`src/rtl/exc_flush_pkg.sv`:
```
package exc_flush_pkg;
  localparam int NSTAGE = 5;
  localparam int NFAULT = 4;
  localparam int SELW   = $clog2(NFAULT);

  typedef enum logic [2:0] {
    C_IF_PAGE   = 3'd0,
    C_IF_ALIGN  = 3'd1,
    C_IF_PROT   = 3'd2,
    C_UNDEF     = 3'd3,
    C_ARITH     = 3'd4,
    C_MEM_PAGE  = 3'd5,
    C_MEM_ALIGN = 3'd6,
    C_MEM_PROT  = 3'd7
  } exc_cause_t;

  // lowest set bit of a 3-bit fault group
  function automatic logic [1:0] low_bit3(input logic [2:0] v);
    if (v[0])      return 2'd0;
    else if (v[1]) return 2'd1;
    else           return 2'd2;
  endfunction
endpackage

```
`src/rtl/exc_select.sv`:
```
module exc_select
  import exc_flush_pkg::*;
(
  input  logic [2:0]        if_exc,
  input  logic [2:0]        mem_exc,
  input  logic [NFAULT-1:0] any_fault,
  output logic              hit,
  output logic [SELW-1:0]   sel,
  output exc_cause_t        cause_nx
);
  always_comb begin
    sel = '0;
    for (int i = 0; i < NFAULT; i++)
      if (any_fault[i]) sel = SELW'(i);
  end

  assign hit = |any_fault;

  always_comb begin
    case (sel)
      2'd0:    cause_nx = exc_cause_t'({1'b0, low_bit3(if_exc)});
      2'd1:    cause_nx = C_UNDEF;
      2'd2:    cause_nx = C_ARITH;
      default: cause_nx = exc_cause_t'(3'd5 + {1'b0, low_bit3(mem_exc)});
    endcase
  end
endmodule

```
`src/rtl/exc_flush_mask.sv`:
```
module exc_flush_mask
  import exc_flush_pkg::*;
(
  input  logic              hit,
  input  logic [SELW-1:0]   sel,
  output logic [NSTAGE-1:0] mask
);
  for (genvar s = 0; s < NSTAGE; s++) begin : g_stage
    assign mask[s] = hit && ({1'b0, sel} >= (SELW+1)'(s));
  end
endmodule

```
`src/rtl/exc_record.sv`:
```
module exc_record
  import exc_flush_pkg::*;
#(
  parameter int PCW = 16
) (
  input  logic              clk,
  input  logic              rst,
  input  logic              hit,
  input  logic [NSTAGE-1:0] mask,
  input  exc_cause_t        cause_nx,
  input  logic [PCW-1:0]    pc_nx,
  input  logic              ds_nx,
  input  logic [PCW-1:0]    bpc_nx,
  input  logic [PCW-1:0]    tgt_nx,
  output logic [NSTAGE-1:0] flush,
  output logic              trap_fetch,
  output logic [PCW-1:0]    epc,
  output logic [2:0]        cause,
  output logic              epc_in_dslot,
  output logic [PCW-1:0]    epc_branch_pc,
  output logic [PCW-1:0]    epc_branch_tgt
);
  always_ff @(posedge clk) begin
    if (rst) begin
      flush          <= '0;
      trap_fetch     <= 1'b0;
      epc            <= '0;
      cause          <= '0;
      epc_in_dslot   <= 1'b0;
      epc_branch_pc  <= '0;
      epc_branch_tgt <= '0;
    end else begin
      flush      <= mask;
      trap_fetch <= hit;
      if (hit) begin
        epc            <= pc_nx;
        cause          <= cause_nx;
        epc_in_dslot   <= ds_nx;
        epc_branch_pc  <= ds_nx ? bpc_nx : '0;
        epc_branch_tgt <= ds_nx ? tgt_nx : '0;
      end
    end
  end
endmodule

```
`src/rtl/exc_flush_ctrl.sv`:
```
module exc_flush_ctrl
  import exc_flush_pkg::*;
#(
  parameter int PCW = 16
) (
  input  logic                  clk,
  input  logic                  rst,
  input  logic [2:0]            if_exc,
  input  logic                  id_exc,
  input  logic                  ex_exc,
  input  logic [2:0]            mem_exc,
  input  logic [NSTAGE*PCW-1:0] stage_pc,
  input  logic [NFAULT-1:0]     stage_dslot,
  input  logic [NFAULT*PCW-1:0] stage_tgt,
  output logic [NSTAGE-1:0]     flush,
  output logic                  trap_fetch,
  output logic [PCW-1:0]        epc,
  output logic [2:0]            cause,
  output logic                  epc_in_dslot,
  output logic [PCW-1:0]        epc_branch_pc,
  output logic [PCW-1:0]        epc_branch_tgt
);
  logic [PCW-1:0]    pc_a  [NSTAGE];
  logic [PCW-1:0]    tgt_a [NFAULT];
  logic [NFAULT-1:0] any_fault;
  logic              hit;
  logic [SELW-1:0]   sel;
  exc_cause_t        cause_nx;
  logic [NSTAGE-1:0] mask;

  for (genvar s = 0; s < NSTAGE; s++) begin : g_pc
    assign pc_a[s] = stage_pc[s*PCW +: PCW];
  end
  for (genvar s = 0; s < NFAULT; s++) begin : g_tgt
    assign tgt_a[s] = stage_tgt[s*PCW +: PCW];
  end

  assign any_fault = {|mem_exc, ex_exc, id_exc, |if_exc};

  exc_select u_sel (
    .if_exc   (if_exc),
    .mem_exc  (mem_exc),
    .any_fault(any_fault),
    .hit      (hit),
    .sel      (sel),
    .cause_nx (cause_nx)
  );

  exc_flush_mask u_mask (
    .hit (hit),
    .sel (sel),
    .mask(mask)
  );

  exc_record #(.PCW(PCW)) u_rec (
    .clk           (clk),
    .rst           (rst),
    .hit           (hit),
    .mask          (mask),
    .cause_nx      (cause_nx),
    .pc_nx         (pc_a[sel]),
    .ds_nx         (stage_dslot[sel]),
    .bpc_nx        (pc_a[{1'b0, sel} + 3'd1]),
    .tgt_nx        (tgt_a[sel]),
    .flush         (flush),
    .trap_fetch    (trap_fetch),
    .epc           (epc),
    .cause         (cause),
    .epc_in_dslot  (epc_in_dslot),
    .epc_branch_pc (epc_branch_pc),
    .epc_branch_tgt(epc_branch_tgt)
  );
endmodule

```
`config.mk`:
```
export PLATFORM = sky130hd
export DESIGN_NAME = exc_flush_ctrl
export DESIGN_NICKNAME = d
export VERILOG_FILES = /design/src/rtl/exc_flush_pkg.sv /design/src/rtl/exc_select.sv /design/src/rtl/exc_flush_mask.sv /design/src/rtl/exc_record.sv /design/src/rtl/exc_flush_ctrl.sv
export SDC_FILE = /design/constraint.sdc
export NUM_CORES = 1
export LEC_CHECK = 0
export CAP_MARGIN = 20
export CORE_ASPECT_RATIO = 1.25
export CORE_UTILIZATION = 41
export CTS_CLUSTER_DIAMETER = 100
export CTS_CLUSTER_SIZE = 8
export DETAILED_ROUTE_END_ITERATION = 10
export PLACE_DENSITY_LB_ADDON = 0.25
export SYNTH_ARGS = -nofsm -noshare
export SYNTH_HDL_FRONTEND = slang
export SYNTH_SLANG_ARGS = --single-unit
```
`constraint.sdc`:
```
create_clock -name clk -period 5.7 [get_ports clk]
set_input_delay 0.57 -clock clk [delete_from_list [all_inputs] [get_ports clk]]
set_output_delay 0.57 -clock clk [all_outputs]
set_load 0.01 [all_outputs]
```
==> metrics.txt, run 1 <==
FP Rows 37; routed vias/inst 5.87; Switching Share 29.4%; cts repair resizes 0; VDD IR-drop max 0.126 mV; crit path launch mem_exc[0]; I/O pin count 216; Final period util 62.9%; antenna violations before repair 0; slowest CP cell ha_2; largest net degree at the start of global routing 56; Clock power frac 22.9%; fin. max-slew vios 0; R2R setup slack 4790 ps; post-CTS setup buffer count 0; max-cap violations 0; WL per Instance 18.8 um; Crit. End Element flip-flop; Final Hold Vio Count 0; family with the most delay on the worst path buffers and inverters; TritonCTS clock tree done; RD Place Congestion 0.950; Vias 4156; CP most frequent cell buf_4; Final HPWL DP 9.78 mm; vias in the first global route 4134; Syn. warnings 0; worst clock skew 0 ps; htree depth 2; CP Data Required Time 5860 ps; path type of the worst setup path in2reg; Starting DRT DRC Count 330; Arr. time, crit path 3740 ps; Antenna diodes 0; largest stage delay on the critical path 970 ps; Compound-Gate Fraction of Synth Area 22.3%; mux contribution to synthesized area 23.0%; synth-to-layout area growth 62.8%; worst reg2reg startpoint u_rec.epc[15]; detailed-route DRC error count 0; worst path bufs/invs 3; crit path max fanout 32; Die Ht 106 um; cts bufs inserted 5; Post-Synth Adder-Cell Area 1.40%; Final ANT Viol Nets 0; Synth Area in XOR/XNOR 0%; Lkg Pwr 2.14 nW; routed wire length 13.3 mm; RSZ-0062 raised after global routing false; Net Switching 0.000294 W; Gate power share 34.0%; ratio of cells with drive above 1 in the final layout 4.26%; Clock Tree Root clkbuf_8; Max Freq 279 MHz; main combinational cell family by area after synthesis multiplexers; #FFs+latches synth 56; hold path cells 2; post-layout min period 3590 ps; Worst setup SP type input pin; post-synthesis net count 584; R2R cell count 2; outcome finished, final reports clean; full die area 9080 um^2; clk slew on worst S/H paths 110 ps; Hold Buf Count CTS 0; Yosys cell types 32; worst-margin pin slew 1080 ps; grt total ovfl 0; Initial Utilization 42.8%; Pre-antenna DRT Iters 5; Final setup viols 0; All-Layer GR Usage 28.3%; Flop pwr share 43.1%; register area share after synthesis 31.4%; setup tns final 0 ps; CTS sink count 56; Power Density 172 nW/um^2; Cell Int Power 0.000706 W; synthesized area 3570 um^2; HP Start u_rec.epc_branch_tgt[1]; first-pass GRT wire length 20.4 mm; core area 8330 um^2; HP Class reg2reg; Max Root-Sink Buffers 2; Nets 772; Syn Inst Count 422; Port-buffer cells 214; Avg Cell Area, Syn 8.45 um^2; Final Power 0.00100 W; Die W 85.4 um; Clock Latency Late Sink 310 ps; Slew headroom 28.0%; critical path, cell by cell clkdlybuf4s50_1 -> nor3_2 -> buf_4 -> o21ai_1 -> buf_4 -> ha_2 -> mux2i_1 -> nor2_1 -> a211oi_1 -> o31ai_1; Crit. path cell count 10; Post-Synth Simple-Gate Area 14.8%
-- final timing paths --
kind	end
hold / removal	u_rec.epc_branch_tgt[1]
setup reg to reg	u_rec.epc[15]
hold reg to reg	u_rec.epc_branch_tgt[1]
setup / recovery	u_rec.epc_branch_pc[10]
-- cell usage after synthesis --
cell | count | area, um^2
mux2i_1 | 82 | 821
o21ai_1 | 8 | 40.0
inv_1 | 5 | 18.8
clkbuf_1 | 24 | 90.1
nor4_1 | 12 | 75.1
nor2b_1 | 3 | 18.8
and3b_1 | 1 | 8.76
conb_1 | 1 | 3.75
nor3_1 | 2 | 10.0
o311a_1 | 1 | 10.0
o31ai_1 | 5 | 37.5
buf_6 | 6 | 67.6
buf_1 | 2 | 7.51
o21ai_0 | 39 | 195
ha_1 | 4 | 50.1
a221o_1 | 1 | 10.0
buf_2 | 8 | 40.0
dfxtp_1 | 56 | 1120
a21oi_1 | 14 | 70.1
nor4_4 | 2 | 42.5
buf_4 | 3 | 22.5
nand2_1 | 52 | 195
nor2_1 | 35 | 131
a211oi_1 | 5 | 37.5
a22o_1 | 2 | 17.5
o32ai_1 | 16 | 140
or4_4 | 1 | 11.3
or3_1 | 3 | 18.8
o2bb2ai_1 | 11 | 96.3
nor2_4 | 1 | 11.3
a221oi_1 | 16 | 140
and2_1 | 1 | 6.26
-- cell usage in the layout, fill, tap and decap left out, drive strengths merged, types with 6 or more instances in the layout --
cell / instances
nand2: 52
o21ai: 47
buf: 12
nor4: 14
a21oi: 14
o32ai: 16
nor2: 36
o2bb2ai: 11
a221oi: 16
clkdlybuf4s50: 212
mux2i: 82
inv: 6
dfxtp: 56
-- worst register-to-register path: stages (launching register included) --
cell	delay, ps
dfxtp_1	330
a221oi_1	310
o32ai_1	130
-- stage by stage --
stage	util, %	cell area, um^2	std cells	hold slack (ps)	setup slack (ps)
3_3_place_gp	67.9	5660	698	436	1880
6_report	69.7	5800	708	454	2110
5_1_grt	69.7	5800	708	484	1940
3_5_place_dp	67.9	5660	698	441	1800
2_1_floorplan	-	3570	422	467	2930
4_1_cts	69.0	5750	706	455	2150
-- flip-flops by register name (all words and copies together) (netlist names) --
name / count
u_rec.cause: 3
u_rec.epc: 16
u_rec.epc_branch_pc: 16
u_rec.epc_branch_tgt: 16
u_rec.epc_in_dslot: 1
u_rec.flush: 4
-- cell type report --
class	instances	area, um^2
clock inverter	3	21.3
sequential	56	1120
multi-input combinational	318	2210
inverter	5	18.8
timing repair buffer	224	2250
fill	663	2530
clock buffer	5	68.8
tap	97	121
-- cells by family after synthesis --
logic type               after synthesis
AO/OA/AOI/OAI                        118
AND/OR/NAND/NOR                      113
multiplexers                          82
flip-flops                            56
buffers and inverters                 48
adder cells (fa/ha/maj)                4
other                                  1
-- metal layers --
layer / up-vias / wire, um / track usage (%) / share of wire (%)
li1: 1938 / - / - / -
met1: 1933 / 5000 / 31.8 / 38
met2: 240 / 6770 / 51.1 / 51
met3: 45 / 1010 / 4.89 / 7.5
met4: 0 / 535 / 13.3 / 4.0
met5: - / 0 / 0 / 0
-- power by group through the flow --
stage	logic, W	registers [W]	clock network (W)
6_report	0.000340	0.000431	0.000229
5_1_grt	0.000361	0.000434	0.000249
4_1_cts	0.000333	0.000431	0.000231
3_5_place_dp	0.000332	0.000440	0
3_3_place_gp	0.000327	0.000439	0
2_1_floorplan	0.000126	0.000449	0
(Power assumes the default switching activity.)
==> run 2: changes to the inputs <==
--- a/config.mk
+++ b/config.mk
@@ -7,7 +7,7 @@
 export LEC_CHECK = 0
 export CAP_MARGIN = 20
 export CORE_ASPECT_RATIO = 1.25
-export CORE_UTILIZATION = 41
+export CORE_UTILIZATION = 34
 export CTS_CLUSTER_DIAMETER = 100
 export CTS_CLUSTER_SIZE = 8
 export DETAILED_ROUTE_END_ITERATION = 10
==> constraint.sdc (replaced) <==
create_clock -name clk -period 3.15 [get_ports clk]
set_input_delay 0.315 -clock clk [delete_from_list [all_inputs] [get_ports clk]]
set_output_delay 0.315 -clock clk [all_outputs]
set_load 0.01 [all_outputs]
==> metrics.txt, run 2 (same netlist as run 1, synthesis figures left out) <==
path type of the worst setup path in2reg; HP Class in2reg; Lkg Pwr 2.18 nW; routed wire length 13.4 mm; Die Ht 117 um; CTS sink count 56; TritonCTS clock tree done; WL per Instance 17.9 um; Antenna diodes 0; Max Root-Sink Buffers 2; RR Endpoint u_rec.epc[11]; largest registers u_rec.epc: 16 flops, u_rec.epc_branch_pc: 16 flops, u_rec.epc_branch_tgt: 16 flops; Final setup viols 0; Crit. path cell count 9; max-cap violations 0; cts repair resizes 0; crit path launch mem_exc[0]; setup tns final 0 ps; synth-to-layout area growth 66.0%; largest stage delay on the critical path 510 ps; Max Freq 399 MHz; Final ANT Viol Nets 0; Final HPWL DP 10.2 mm; worst hold slack 420 ps; Hold Buf Count CTS 0; Starting DRT DRC Count 181; commonest non-fill, non-tap cell in the layout clkdlybuf4s50_1; Clock Tree Root clkbuf_16; worst clock skew 0 ps; hold path cells 3; Crit. End Element flip-flop; Final Hold Vio Count 0; outcome finished, final reports clean; clk slew on worst S/H paths 70 ps; All-Layer GR Usage 24.2%; R2R cell count 2; worst setup path endpoint u_rec.epc_branch_pc[5]; first-pass GRT wire length 20.4 mm; Worst setup SP type input pin; largest net degree at the start of global routing 38; vias in the first global route 4129; core area 10200 um^2; antenna violations before repair 0; I/O pin count 216; Nets 778; Pre-antenna DRT Iters 4; post-layout min period 2510 ps; post-CTS setup buffer count 0; Initial Utilization 35.1%; highest-count cells in the layout ignoring fill and taps 212 x clkdlybuf4s50_1, 82 x mux2i_1, 56 x dfxtp_1, 52 x nand2_1, 39 x o21ai_0; worst reg2reg startpoint u_rec.epc[11]; htree depth 2; worst-margin pin slew 856 ps; routed vias/inst 5.41; VDD IR-drop max 0.231 mV; cts bufs inserted 5; Slew headroom 42.8%; Final period util 79.6%; FP Rows 41; R2R setup slack 2260 ps; grt total ovfl 0; Die W 93.6 um; worst path bufs/invs 3; fin util 58.3%; fin. max-slew vios 0; detailed-route DRC error count 0; family with the most delay on the worst path buffers and inverters; RD Place Congestion 0.781; Power Density 330 nW/um^2; Port-buffer cells 214; full die area 10900 um^2; slowest CP cell clkdlybuf4s50_1; RSZ-0062 raised after global routing false; CP Data Required Time 3320 ps; Arr. time, crit path 2680 ps; crit path max fanout 32; critical path, cell by cell clkdlybuf4s50_1 -> nor4_4 -> inv_1 -> ha_2 -> buf_12 -> mux2i_1 -> nor2_1 -> a211oi_1 -> o31ai_1; Vias 4039; ratio of cells with drive above 1 in the final layout 4.86%; Clock Latency Late Sink 280 ps
==> run 2: cell count changes in the layout (fill, tap and decap cells not counted), sizes merged <==
| cell | delta |
|---|---|
| clkinvlp | -1 |
| buf | +6 |
| clkinv | -1 |
| clkbuf | +3 |
| inv | -1 |
==> run 2: layer usage <==
metal,GRT usage (%),wire length (um)
met5,0,0
met4,8.41,420
met1,26.1,4890
met3,5.40,1020
met2,46.3,7020
==> run 2: stage by stage <==
step / setup WS, ps / cell area, um^2 / cells / total power, W
after CTS: 631 / 5920 / 746 / 0.00197
after detailed placement: 336 / 5770 / 738 / 0.00141
final: 642 / 5920 / 746 / 0.00196
after global routing: 447 / 5920 / 746 / 0.00205
after floorplan: 632 / 3570 / 422 / 0.00104
after global placement: 448 / 5770 / 738 / 0.00140
==> run 2: layout make-up <==
type	count	area (um^2)
clock buffer	8	146
inverter	5	18.8
multi-input combinational	318	2210
fill	917	4240
sequential	56	1120
timing repair buffer	230	2260
tap	129	161
==> run 2: worst min path at each step <==
stage | startpoint | endpoint | slack (ps)
floorplan | rst | u_rec.flush[0] | 420
global placement | u_rec.epc_in_dslot | u_rec.epc_in_dslot | 430
detailed placement | u_rec.epc_branch_pc[8] | u_rec.epc_branch_pc[8] | 440
CTS | id_exc | u_rec.flush[1] | 400
global route | id_exc | u_rec.flush[1] | 430
finish | id_exc | u_rec.flush[1] | 420
==> run 2: worst reg2reg max path: cells and delay by family, from the launching register on <==
family          cells  cell delay [ps]
compound gates      2              410
flops               1              330
==> run 2: where the power goes <==
| group | switching, W | internal (W) |
|---|---|---|
| Clock | 0.000246 | 0.000318 |
| Sequential | 0.0000247 | 0.000754 |
| Combinational | 0.000248 | 0.000365 |
